===== config.mk =====
export PLATFORM = sky130hd
export DESIGN_NAME = pit_channel
export DESIGN_NICKNAME = d
export VERILOG_FILES = /design/src/rtl/pit_pkg.sv /design/src/rtl/pit_ctl_decode.sv /design/src/rtl/pit_byte_port.sv /design/src/rtl/pit_down_counter.sv /design/src/rtl/pit_channel.sv
export SDC_FILE = /design/constraint.sdc
export NUM_CORES = 1
export LEC_CHECK = 0
export BUFFER_PORTS_ARGS = -buffer_cell sky130_fd_sc_hd__buf_4
export CAP_MARGIN = 20
export CORE_MARGIN = 5
export CORE_UTILIZATION = 30
export DETAILED_ROUTE_END_ITERATION = 12
export MAX_ROUTING_LAYER = met4
export SETUP_SLACK_MARGIN = 0.4
export SLEW_MARGIN = 25
export SYNTH_ARGS = -nofsm -noshare
export SYNTH_HDL_FRONTEND = slang
export SYNTH_SLANG_ARGS = --single-unit
export TNS_END_PERCENT = 50

===== constraint.sdc =====
create_clock -name clk -period 5.3 [get_ports clk]
set_input_delay 1.06 -clock clk [delete_from_list [all_inputs] [get_ports clk]]
set_output_delay 1.06 -clock clk [all_outputs]
set_load 0.01 [all_outputs]

===== src/rtl/pit_pkg.sv =====
package pit_pkg;

   typedef enum logic [2:0] {
      MODE_TERM   = 3'd0,
      MODE_RATE   = 3'd2,
      MODE_SQUARE = 3'd3
   } pit_mode_e;

   localparam logic [1:0] ACC_LATCH = 2'b00;
   localparam logic [1:0] ACC_LOHI  = 2'b11;

   function automatic logic mode_legal(input logic [2:0] m);
      return (m == 3'd0) || (m == 3'd2) || (m == 3'd3);
   endfunction

endpackage


===== src/rtl/pit_ctl_decode.sv =====
module pit_ctl_decode
   import pit_pkg::*;
(
   input  logic            clk,
   input  logic            rst_n,
   input  logic            ctl_we,
   input  logic [7:0]      ctl_data,
   output logic            latch_cmd,
   output pit_mode_e       mode_q,
   output logic            cfg_error
);

   logic [1:0] acc_f;
   logic [2:0] mode_f;
   logic       bcd_f;
   logic       prog_ok;
   logic       prog_bad;

   always_comb begin
      acc_f     = ctl_data[5:4];
      mode_f    = ctl_data[3:1];
      bcd_f     = ctl_data[0];
      latch_cmd = ctl_we && (acc_f == ACC_LATCH);
      prog_ok   = ctl_we && (acc_f == ACC_LOHI) && mode_legal(mode_f) && !bcd_f;
      prog_bad  = ctl_we && (acc_f != ACC_LATCH) && !prog_ok;
   end

   always_ff @(posedge clk) begin
      if (!rst_n) begin
         mode_q    <= MODE_TERM;
         cfg_error <= 1'b0;
      end else begin
         if (prog_ok)
            mode_q <= pit_mode_e'(mode_f);
         if (prog_bad)
            cfg_error <= 1'b1;
      end
   end

endmodule


===== src/rtl/pit_byte_port.sv =====
module pit_byte_port #(
   parameter int CNT_W  = 16,
   parameter int BYTE_W = 8
) (
   input  logic              clk,
   input  logic              rst_n,
   input  logic              wr_en,
   input  logic [BYTE_W-1:0] wr_data,
   input  logic              rd_en,
   input  logic              latch_cmd,
   input  logic [CNT_W-1:0]  live_cnt,
   output logic              lo_stb,
   output logic              load_stb,
   output logic [CNT_W-1:0]  load_val,
   output logic              wr_hi_sel,
   output logic [BYTE_W-1:0] rd_data
);

   localparam int NB = CNT_W / BYTE_W;

   logic              wptr;
   logic [BYTE_W-1:0] lo_stage;
   logic              rptr;
   logic              held;
   logic [CNT_W-1:0]  hold_val;
   logic [CNT_W-1:0]  rd_src;
   logic [BYTE_W-1:0] lane [NB];

   assign wr_hi_sel = wptr;
   assign lo_stb    = wr_en && !wptr;
   assign load_stb  = wr_en && wptr;
   assign load_val  = {wr_data, lo_stage};
   assign rd_src    = held ? hold_val : live_cnt;

   for (genvar i = 0; i < NB; i++) begin : g_lane
      assign lane[i] = rd_src[i*BYTE_W +: BYTE_W];
   end

   assign rd_data = lane[rptr];

   always_ff @(posedge clk) begin
      if (!rst_n) begin
         wptr     <= 1'b0;
         lo_stage <= '0;
      end else if (wr_en) begin
         wptr <= ~wptr;
         if (!wptr)
            lo_stage <= wr_data;
      end
   end

   always_ff @(posedge clk) begin
      if (!rst_n) begin
         rptr     <= 1'b0;
         held     <= 1'b0;
         hold_val <= '0;
      end else if (latch_cmd) begin
         if (!held) begin
            held     <= 1'b1;
            hold_val <= live_cnt;
            rptr     <= 1'b0;
         end
      end else if (rd_en) begin
         rptr <= ~rptr;
         if (rptr && held)
            held <= 1'b0;
      end
   end

endmodule


===== src/rtl/pit_down_counter.sv =====
module pit_down_counter
   import pit_pkg::*;
#(
   parameter int CNT_W = 16
) (
   input  logic             clk,
   input  logic             rst_n,
   input  logic             tick_en,
   input  logic             lo_stb,
   input  logic             load_stb,
   input  logic [CNT_W-1:0] load_val,
   input  pit_mode_e        mode,
   output logic [CNT_W-1:0] cnt,
   output logic             out_level,
   output logic             expire_pulse
);

   localparam logic [CNT_W-1:0] ONE = CNT_W'(1);

   logic [CNT_W-1:0] period;
   logic             armed;
   logic             periodic;
   logic [CNT_W-1:0] per_next;
   logic             arm_ok;

   always_comb begin
      periodic = (mode != MODE_TERM);
      per_next = periodic ? (load_val - ONE) : load_val;
      arm_ok   = periodic ? (load_val > ONE) : (load_val != '0);
   end

   always_ff @(posedge clk) begin
      if (!rst_n) begin
         cnt          <= '0;
         period       <= '0;
         armed        <= 1'b0;
         out_level    <= 1'b0;
         expire_pulse <= 1'b0;
      end else begin
         expire_pulse <= 1'b0;
         if (lo_stb) begin
            armed     <= 1'b0;
            out_level <= 1'b0;
         end else if (load_stb) begin
            period <= arm_ok ? per_next : '0;
            cnt    <= arm_ok ? per_next : '0;
            armed  <= arm_ok;
         end else if (tick_en && armed) begin
            if (cnt == ONE) begin
               expire_pulse <= 1'b1;
               if (periodic) begin
                  cnt <= period;
               end else begin
                  cnt       <= '0;
                  armed     <= 1'b0;
                  out_level <= 1'b1;
               end
            end else begin
               cnt <= cnt - ONE;
            end
         end
      end
   end

endmodule


===== src/rtl/pit_channel.sv =====
module pit_channel
   import pit_pkg::*;
#(
   parameter int CNT_W  = 16,
   parameter int BYTE_W = 8
) (
   input  logic              clk,
   input  logic              rst_n,
   input  logic              tick_en,
   input  logic              ctl_we,
   input  logic [7:0]        ctl_data,
   input  logic              wr_en,
   input  logic [BYTE_W-1:0] wr_data,
   input  logic              rd_en,
   output logic [BYTE_W-1:0] rd_data,
   output logic              out_level,
   output logic              expire_pulse,
   output logic              cfg_error
);

   if (CNT_W != 2 * BYTE_W) begin : g_bad_width
      $error("pit_channel: CNT_W must be exactly two bytes wide");
   end
   if (BYTE_W < 2) begin : g_bad_byte
      $error("pit_channel: BYTE_W too small");
   end

   logic             latch_cmd;
   pit_mode_e        mode_q;
   logic             lo_stb;
   logic             load_stb;
   logic [CNT_W-1:0] load_val;
   logic             wr_hi_sel;
   logic [CNT_W-1:0] live_cnt;

   pit_ctl_decode u_ctl (
      .clk       (clk),
      .rst_n     (rst_n),
      .ctl_we    (ctl_we),
      .ctl_data  (ctl_data),
      .latch_cmd (latch_cmd),
      .mode_q    (mode_q),
      .cfg_error (cfg_error)
   );

   pit_byte_port #(.CNT_W(CNT_W), .BYTE_W(BYTE_W)) u_port (
      .clk       (clk),
      .rst_n     (rst_n),
      .wr_en     (wr_en),
      .wr_data   (wr_data),
      .rd_en     (rd_en),
      .latch_cmd (latch_cmd),
      .live_cnt  (live_cnt),
      .lo_stb    (lo_stb),
      .load_stb  (load_stb),
      .load_val  (load_val),
      .wr_hi_sel (wr_hi_sel),
      .rd_data   (rd_data)
   );

   pit_down_counter #(.CNT_W(CNT_W)) u_cnt (
      .clk          (clk),
      .rst_n        (rst_n),
      .tick_en      (tick_en),
      .lo_stb       (lo_stb),
      .load_stb     (load_stb),
      .load_val     (load_val),
      .mode         (mode_q),
      .cnt          (live_cnt),
      .out_level    (out_level),
      .expire_pulse (expire_pulse)
   );

endmodule


==> impl_metrics.env, run 1 <==
export IMPL_rsz0062_at_grt="no"
export IMPL_avgRoutedWirePerCell_um=16.1
export IMPL_synth_flop_cell="dfxtp_1"
export IMPL_crit_chain="buf_4, or4_4, or3_4, o31ai_4, nor2_1, o31a_1"
export IMPL_dp_cells=593
export IMPL_p_leak_uw=0.00148
export IMPL_slowest_delay_ps=570
export IMPL_grt_max_degree=31
export IMPL_ios=33
export IMPL_crit_type="in2reg"
export IMPL_worst_path_buf_inv=1
export IMPL_setup_violations=0
export IMPL_cts_sinks=66
export IMPL_die_x_um=120
export IMPL_postSynthCellCount=447
export IMPL_switching_share=0.260
export IMPL_fin_util=0.354
export IMPL_arrival_ps=3230
export IMPL_ys_seq_elements=66
export IMPL_worstHoldEndpoint="u_port.hold_val[1]$_SDFFE_PN0P_"
export IMPL_end_kind="flop"
export IMPL_reg2reg_slack_ps=2630
export IMPL_cts_buffers=9
export IMPL_maxCapViolations=0
export IMPL_critPathTopFamily="simple AND/OR/NAND/NOR gates"
export IMPL_cts_root_buf="clkbuf_16"
export IMPL_multiInputGateArea_um2=2130
export IMPL_crit_path_max_fanout=13
export IMPL_relSlewSlack=0.412
export IMPL_clkPwrFrac=0.465
export IMPL_worstReg2RegEnd="u_cnt.cnt[12]$_SDFFE_PN0P_"
export IMPL_grt_pass1_vias=3076
export IMPL_reg2reg_depth=5
export IMPL_yosysWarningCount=0
export IMPL_combPwrFrac=0.139
export IMPL_start_util=0.303
export IMPL_cts_resized_gates=0
export IMPL_power_density_nw_per_um2=328
export IMPL_hold_viol_final=0
export IMPL_io_buffers=30
export IMPL_cts_tree="done"
export IMPL_die_area_um2=14300
export IMPL_yosysSeqAreaShare=0.366
export IMPL_cts_path_max_buffers=2
export IMPL_netlist_area_um2=3610
export IMPL_first_pass_iters=4
export IMPL_grt_overflow_total=0
export IMPL_seqPwrFrac=0.396
export IMPL_gp_congestion=0.832
export IMPL_drc_errors=0
export IMPL_drive_gt1_frac=0.156
export IMPL_cp_slowest_cell="or4_4"
export IMPL_hold_depth=2
export IMPL_finalMaxSlewViolations=0
export IMPL_antenna_found_initial=0
export IMPL_syn2layout_area_growth_pct=16.7
export IMPL_cts_hold_buffers_added=0
export IMPL_hold_class="reg2reg"
export IMPL_synth_edff_count=0
export IMPL_worst_pin_slew_ps=880
export IMPL_clock_latency_ps=330
export IMPL_num_vias=3241
export IMPL_die_h_um=120
export IMPL_ant_nets=0
export IMPL_placed_area_um2=3890
export IMPL_crit_required_ps=5520
export IMPL_finClkSkew_ps=4.32
export IMPL_p_sw_uw=360
export IMPL_fillers=1220
export IMPL_min_from="u_port.hold_val[1]$_SDFFE_PN0P_"
export IMPL_dr_first_iter_drc_count=195
export IMPL_path_clk_slew_ps=60
export IMPL_worstSetupStartpointType="input port"
export IMPL_regArea_um2=1320
export IMPL_finalCritPeriodShare=0.569
export IMPL_r2r_start="u_cnt.cnt[7]$_SDFFE_PN0P_"
export IMPL_finalInstanceArea_um2=4210
export IMPL_routed_wl_um=9810
export IMPL_rows=40
export IMPL_core_area_um2=11900
export IMPL_nets=483
export IMPL_period_needed_ps=3010
export IMPL_status="complete, no violations"
export IMPL_cts_setup_buffers=0
export IMPL_viasPerCell=5.32
export IMPL_synth_cell_type_count=55
export IMPL_grt_pass1_wl_um=15900
export IMPL_setup_tns_ps=0
export IMPL_ir_drop_v=0.000204
export IMPL_layoutNonFillerInstCount=609
export IMPL_internal_power_uw=1020
export IMPL_synth_async_reset_ratio=0
export IMPL_antenna_cells=0
export IMPL_grtUsageTotal=0.142
export IMPL_htreeDepth=3
export IMPL_postSynthAreaPerCell_um2=8.08
export IMPL_dp_hpwl_um=6900
export IMPL_max_freq_mhz=332
export IMPL_syn_nets=473
## state kept, by name, summed over array words and instances (netlist names)
| register | flops |
|---|---|
| u_cnt.cnt | 16 |
| u_cnt.out_level | 1 |
| u_port.lo_stage | 8 |
| u_cnt.armed | 1 |
| u_port.rptr | 1 |
| u_cnt.period | 16 |
| u_port.hold_val | 16 |
| u_port.wr_hi_sel | 1 |
| u_ctl.mode_q | 3 |
| u_cnt.expire_pulse | 1 |
| u_port.held | 1 |
| u_ctl.cfg_error | 1 |
## cells by family (layout without fill, tap and decap cells)
kind of cell               after synthesis  in the layout  synth area share
and+or+nand+nor                        193            193             0.268
AOI/OAI and AO/OA                      120            120             0.214
DFF                                     66             66             0.366
buffers and inverters                   38             53            0.0440
xor gates and xnor gates                16             16            0.0388
muxes                                   10             10            0.0555
adders and majority gates                4              4            0.0139
## worst max path at each step
stage	start	endpoint	slack, ps	depth (start not counted)
floorplan	wr_data[1]	u_cnt.cnt[6]$_SDFFE_PN0P_	2520	6
global placement	wr_data[1]	u_cnt.cnt[12]$_SDFFE_PN0P_	2020	6
detailed placement	wr_data[1]	u_cnt.cnt[12]$_SDFFE_PN0P_	1940	6
CTS	wr_data[1]	u_cnt.cnt[12]$_SDFFE_PN0P_	2300	6
global route	wr_data[1]	u_cnt.cnt[12]$_SDFFE_PN0P_	2230	6
finish	wr_data[1]	u_cnt.cnt[12]$_SDFFE_PN0P_	2290	6
## routing by layer
metal | vias up | part of all wire | global-route usage
met5 | - | 0 | -
met4 | 0 | 0.020 | 0.0458
met3 | 15 | 0.055 | 0.0330
met2 | 82 | 0.48 | 0.226
met1 | 1514 | 0.44 | 0.180
li1 | 1630 | - | -
## synthesized netlist by cell type, types with 5 or more instances
library cell  instances  area, um^2
a21oi_1              50         250
a31oi_1               9        56.3
and2_1               11        68.8
clkbuf_1             24        90.1
dfxtp_1              66        1320
inv_1                 6        22.5
mux4_2                8         180
nand2_1              83         312
nand3_1              12        60.1
nand4_1               7        43.8
nor2_1               24        90.1
nor3_1               12        60.1
nor3b_1               6        45.0
nor4_1                6        37.5
o21a_1               11        82.6
o21ai_0              20         100
o221a_1               6        67.6
or3_1                 5        31.3
xnor2_1               7        61.3
xor2_1                9        78.8
## stage by stage
stage	worst slack [ps]	total power, uW	hold WS, ps
floorplan	2520	687	432
global route	2230	1440	469
CTS	2300	1390	451
detailed placement	1940	747	444
finish	2290	1380	453
global placement	2020	744	439
## area by class of cell
type | instances | share of cell area
Multi-Input combinational cell | 343 | 0.506
Clock buffer | 11 | 0.0576
Tap cell | 147 | 0.0436
Timing Repair Buffer | 31 | 0.0552
Clock inverter | 5 | 0.0184
Inverter | 6 | 0.00534
Sequential cell | 66 | 0.314
## power groups by stage
stage | clock network (uW) | registers (uW) | logic, uW
2_1_floorplan | 0 | 539 | 148
3_3_place_gp | 0 | 557 | 187
3_5_place_dp | 0 | 558 | 189
4_1_cts | 654 | 547 | 191
5_1_grt | 678 | 551 | 212
6_report | 643 | 547 | 192
## tightest hold or removal path, cell delays in order, from the launching register on
cell and delay (ps):
dfxtp_1 300, nand2_1 50, a21oi_1 50
## cells in the final DEF, fill, tap and decap left out, types with 4 or more instances in the layout
master	Yosys	layout
nor4_1	6	6
clkbuf_16	0	9
o21ai_0	20	20
o21a_1	11	11
or3_1	5	4
xor2_1	9	9
nand2b_1	4	4
ha_1	4	4
nand3_1	12	12
buf_4	1	31
nand2_1	83	83
dfxtp_1	66	66
nor3_1	12	12
nand4_1	7	7
o221a_1	6	6
nor3b_1	6	6
a21oi_1	50	50
mux4_2	8	8
xnor2_1	7	7
and2_1	11	11
nor2_1	24	23
a31oi_1	9	9
inv_1	6	6
Power figures use the tool's default switching activity.
==> run 2: changes to the inputs <==
--- a/config.mk
+++ b/config.mk
@@ -5,6 +5,7 @@
 export SDC_FILE = /design/constraint.sdc
 export NUM_CORES = 1
 export LEC_CHECK = 0
+export ABC_AREA = 1
 export BUFFER_PORTS_ARGS = -buffer_cell sky130_fd_sc_hd__buf_4
 export CAP_MARGIN = 20
 export CORE_MARGIN = 5
==> constraint.sdc (replaced) <==
create_clock -name clk -period 2.73 [get_ports clk]
set_input_delay 0.546 -clock clk [delete_from_list [all_inputs] [get_ports clk]]
set_output_delay 0.546 -clock clk [all_outputs]
set_load 0.01 [all_outputs]
==> impl_metrics.env, run 2 <==
export IMPL_status="complete, no violations"
export IMPL_cts_root_buf="clkbuf_16"
export IMPL_netlist_area_leader_share=0.347
export IMPL_worstSetupStartpointType="flop"
export IMPL_ir_drop_v=0.000315
export IMPL_routed_wl_um=11200
export IMPL_synth_cell_type_count=28
export IMPL_num_vias=3937
export IMPL_start_util=0.304
export IMPL_crit_type="reg2out"
export IMPL_reg2reg_depth=11
export IMPL_io_buffers=30
export IMPL_layout_commonest_cell="nand2_1"
export IMPL_antenna_cells=0
export IMPL_htreeDepth=3
export IMPL_p_total_uw=2640
export IMPL_yosysMostFrequentCell="nand2_1"
export IMPL_fin_util=0.357
export IMPL_setup_tns_ps=0
export IMPL_crit_path_max_fanout=20
export IMPL_p_leak_uw=0.00205
export IMPL_grtUsageTotal=0.162
export IMPL_max_freq_mhz=452
export IMPL_dr_first_iter_drc_count=313
export IMPL_die_h_um=123
export IMPL_drc_errors=0
export IMPL_die_area_um2=15000
export IMPL_drive_gt1_frac=0.105
export IMPL_relSlewSlack=0.544
export IMPL_ios=33
export IMPL_cts_setup_buffers=0
export IMPL_netlist_area_um2=3810
export IMPL_power_density_nw_per_um2=590
export IMPL_viasPerCell=4.84
export IMPL_gp_congestion=0.912
export IMPL_grt_max_degree=31
export IMPL_grt_pass1_wl_um=18600
export IMPL_first_pass_iters=5
export IMPL_maxCapViolations=0
export IMPL_crit_required_ps=2180
export IMPL_period_needed_ps=2210
export IMPL_syn_nets=637
export IMPL_rsz0062_at_grt="no"
export IMPL_grt_pass1_vias=3760
export IMPL_synth_edff_count=0
export IMPL_yosysWarningCount=0
export IMPL_end_kind="primary output"
export IMPL_dp_hpwl_um=8390
export IMPL_ys_seq_elements=66
export IMPL_hold_depth=2
export IMPL_syn2layout_area_growth_pct=17.5
export IMPL_reg_top3="u_cnt.cnt: 16 flops, u_cnt.period: 16 flops, u_port.hold_val: 16 flops"
export IMPL_avgRoutedWirePerCell_um=13.7
export IMPL_cts_path_max_buffers=2
export IMPL_grt_overflow_total=0
export IMPL_synthTopCellsByCount="160 x nand2_1, 79 x nor2_1, 70 x o21ai_0"
export IMPL_path_clk_slew_ps=50
export IMPL_finalCritPeriodShare=0.811
export IMPL_postSynthAreaPerCell_um2=6.23
export IMPL_whs_ps=446
export IMPL_die_x_um=123
export IMPL_rows=41
export IMPL_cts_sinks=66
export IMPL_cts_resized_gates=0
export IMPL_antenna_found_initial=0
export IMPL_dp_cells=801
export IMPL_synth_async_reset_ratio=0
export IMPL_clock_latency_ps=330
export IMPL_nets=666
export IMPL_layoutNonFillerInstCount=813
export IMPL_yosysSeqAreaShare=0.347
export IMPL_cts_buffers=9
export IMPL_worst_pin_slew_ps=684
export IMPL_setup_violations=0
export IMPL_hold_viol_final=0
export IMPL_synth_flop_cell="dfxtp_1"
export IMPL_netlist_top_cells_area="dfxtp_1 35%, nand2_1 16%, o21ai_0 9.2%"
export IMPL_finalMaxSlewViolations=0
export IMPL_synth_top_area_cell="dfxtp_1"
export IMPL_arrival_ps=1670
export IMPL_mostFrequentLayoutCells="160 x nand2_1, 79 x nor2_1, 70 x o21ai_0"
export IMPL_cts_tree="done"
export IMPL_cts_hold_buffers_added=0
export IMPL_postSynthCellCount=611
export IMPL_core_area_um2=12500
export IMPL_ant_nets=0
export IMPL_fillers=1389
export IMPL_finClkSkew_ps=5.58
export IMPL_hold_class="reg2reg"
## run 2: changes by cell type in the layout (fill, tap and decap cells not counted), sizes merged, moves of 9 or more
cell   previous run  this run
nand2            83       164
nor2             24        89
inv               6        68
o21ai            20        70
nand3            12        49
and2             11         0
o21a             11         0
a31oi             9         0
## run 2: power by group
group          total (uW)  internal [uW]  switching (uW)
Combinational         567            200             368
Sequential           1070           1020            53.7
Clock                1000            616             389
Total                2640           1830             810
## run 2: worst max-delay path, cell delays in order, from the launching register on
cell and delay [ps]:
dfxtp_1 300, inv_1 370, o21ai_0 220, o21ai_0 280, buf_4 170
## run 2: logic make-up after synthesis
| family | count (synthesis) | synth area share |
|---|---|---|
| buf+inv | 90 | 0.0917 |
| simple gates | 319 | 0.360 |
| xor+xnor | 7 | 0.0161 |
| flops | 66 | 0.347 |
| compound gates | 125 | 0.172 |
| fa+ha+maj | 4 | 0.0131 |
## run 2: worst paths after layout
path                                      from                           end  slack [ps]
hold reg to reg   u_ctl.mode_q[2]$_SDFFE_PN0P_  u_ctl.mode_q[2]$_SDFFE_PN0P_         450
setup reg to reg     u_cnt.cnt[1]$_SDFFE_PN0P_     u_cnt.cnt[2]$_SDFFE_PN0P_         800
setup / recovery      u_port.held$_SDFFE_PN0P_                    rd_data[3]         520
hold / removal    u_ctl.mode_q[2]$_SDFFE_PN0P_  u_ctl.mode_q[2]$_SDFFE_PN0P_         450
## run 2: layer usage
layer / share of wire / vias up / global-route usage
met3: 0.044 / 13 / 0.0346
li1: - / 2033 / -
met2: 0.48 / 90 / 0.263
met5: 0 / - / -
met4: 0.015 / 0 / 0.0546
met1: 0.47 / 1801 / 0.200
## run 2: stage by stage
| stage | cell area, um^2 | setup WS [ps] |
|---|---|---|
| 3_3_place_gp | 4230 | 732 |
| 3_5_place_dp | 4230 | 662 |
| 4_1_cts | 4470 | 526 |
| 6_report | 4470 | 516 |
| 5_1_grt | 4470 | 404 |
| 2_1_floorplan | 3810 | 1130 |
## run 2: layout make-up
type	instances	area [um^2]	area share
clock inverters	1	5.00	0.00112
clock buffers	11	243	0.0543
multi-input cells	455	2140	0.478
repair buffers	39	293	0.0654
well taps	172	215	0.0481
flip-flops and latches	66	1320	0.295
inverters	69	259	0.0579
==> run 3: changes to the inputs <==
==> constraint.sdc (replaced) <==
create_clock -name clk -period 2.1 [get_ports clk]
set_input_delay 0.42 -clock clk [delete_from_list [all_inputs] [get_ports clk]]
set_output_delay 0.42 -clock clk [all_outputs]
set_load 0.01 [all_outputs]
==> impl_metrics.env, run 3 (synthesis gave the netlist of run 2 again) <==
export IMPL_drc_errors=0
export IMPL_cts_sinks=66
export IMPL_path_clk_slew_ps=50
export IMPL_rsz0062_at_grt="yes"
export IMPL_die_h_um=123
export IMPL_combPwrFrac=0.210
export IMPL_antenna_found_initial=0
export IMPL_maxCapViolations=0
export IMPL_cts_hold_buffers_added=0
export IMPL_relSlewSlack=0.676
export IMPL_core_area_um2=12500
export IMPL_grt_overflow_total=0
export IMPL_worstSetupStartpointType="flop"
export IMPL_layout_commonest_cell="nand2_1"
export IMPL_seqPwrFrac=0.353
export IMPL_grt_pass1_vias=3907
export IMPL_grt_max_degree=31
export IMPL_max_freq_mhz=532
export IMPL_internal_power_uw=2780
export IMPL_p_leak_uw=0.00217
export IMPL_reg_top3="u_cnt.cnt: 16 flops, u_cnt.period: 16 flops, u_port.hold_val: 16 flops"
export IMPL_setup_violations=0
export IMPL_dp_slack_ps=263
export IMPL_worst_slack_ps=221
export IMPL_placed_area_um2=4270
export IMPL_ios=33
export IMPL_first_pass_iters=5
export IMPL_fillers=1398
export IMPL_clock_latency_ps=340
export IMPL_regArea_um2=1330
export IMPL_finClkSkew_ps=6.51
export IMPL_power_density_nw_per_um2=818
export IMPL_cts_buffers=9
export IMPL_mostFrequentLayoutCells="158 x nand2_1, 71 x nor2_1, 63 x inv_1, 63 x dfxtp_1, 52 x o21ai_0"
export IMPL_die_area_um2=15000
export IMPL_crit_required_ps=1680
export IMPL_switching_share=0.295
export IMPL_end_kind="primary output"
export IMPL_htreeDepth=3
export IMPL_antenna_cells=0
export IMPL_ant_nets=0
export IMPL_nets=681
export IMPL_hold_class="in2reg"
export IMPL_status="complete, no violations"
export IMPL_drive_gt1_frac=0.173
export IMPL_finalInstanceArea_um2=4820
export IMPL_worst_pin_slew_ps=485
export IMPL_finalMaxSlewViolations=0
export IMPL_multiInputGateArea_um2=2250
export IMPL_syn2layout_area_growth_pct=26.6
export IMPL_p_total_uw=3940
export IMPL_grt_pass1_wl_um=19000
export IMPL_cts_tree="done"
export IMPL_clkPwrFrac=0.437
export IMPL_p_sw_uw=1170
export IMPL_viasPerCell=4.88
export IMPL_start_util=0.304
export IMPL_setup_tns_ps=0
export IMPL_period_needed_ps=1880
export IMPL_grtUsageTotal=0.166
export IMPL_rows=41
export IMPL_dp_hpwl_um=8480
export IMPL_finalCritPeriodShare=0.895
export IMPL_ir_drop_v=0.000318
export IMPL_arrival_ps=1460
export IMPL_crit_type="reg2out"
export IMPL_num_vias=4061
export IMPL_io_buffers=30
export IMPL_crit_path_max_fanout=5
export IMPL_routed_wl_um=11600
export IMPL_avgRoutedWirePerCell_um=14.0
export IMPL_dr_first_iter_drc_count=330
export IMPL_hold_viol_final=0
export IMPL_die_x_um=123
export IMPL_cts_path_max_buffers=2
export IMPL_gp_congestion=0.960
export IMPL_cts_root_buf="clkbuf_16"
run 3: changes by cell type in the layout (fill, tap and decap cells not counted), moves of 4 or more:
cell and change:
nor2_4 +4, nor2_1 -8, nor2_2 +4, o21ai_1 +13, o21ai_2 +5, clkinvlp_4 +4, o21ai_0 -18, buf_4 +8
inv_1 -4
run 3: repair_timing:
action / CTS / global route
setup endpoints to repair: 39 / 30
buffers inserted: 4 / 3
hold endpoints to repair: 0 / 0
gates resized for setup: 33 / 25
gates cloned: 2 / 2
pin swaps: 6 / 6
run 3: layout make-up:
type	instances	share of cell area
inverter	69	0.0545
timing repair inverter	3	0.00467
tap	172	0.0446
clock buffer	10	0.0475
clock inverter	6	0.0218
sequential	66	0.275
multi-input combinational	456	0.467
timing repair buffer	50	0.0846
run 3: final timing paths:
kind	startpoint	end	slack [ps]	depth (start not counted)
min reg2reg	u_port.hold_val[14]$_SDFFE_PN0P_	u_port.hold_val[14]$_SDFFE_PN0P_	470	2
max	u_port.held$_SDFFE_PN0P_	rd_data[3]	220	5
min	ctl_data[2]	u_ctl.mode_q[1]$_SDFFE_PN0P_	360	3
max reg2reg	u_cnt.cnt[10]$_SDFFE_PN0P_	u_cnt.cnt[2]$_SDFFE_PN0P_	340	10
run 3: power by group through the flow:
| stage | Sequential (uW) | Combinational (uW) | Clock [uW] |
|---|---|---|---|
| after CTS | 1390 | 783 | 1750 |
| after global routing | 1400 | 931 | 1810 |
| after floorplan | 1390 | 516 | 0 |
| after global placement | 1410 | 735 | 0 |
| after detailed placement | 1410 | 745 | 0 |
| final | 1390 | 829 | 1720 |
run 3: worst max-delay path, cell delays in order (launching register included):
cell	delay, ps
dfxtp_4	430
clkinvlp_4	190
nand2_1	130
o21ai_2	80
o21ai_1	150
buf_4	150
run 3: metrics by stage:
step / hold WS, ps / cells / util
after floorplan: 424 / 611 / -
after global placement: 433 / 805 / 0.341
after detailed placement: 443 / 805 / 0.341
after CTS: 350 / 827 / 0.376
after global routing: 355 / 832 / 0.385
final: 359 / 832 / 0.385
run 3: metal layers:
layer	track usage	vias to the layer above	wire, um
li1	-	2074	-
met3	0.0341	26	495
met2	0.261	94	5480
met5	-	-	0
met1	0.208	1867	5340
met4	0.0700	0	331
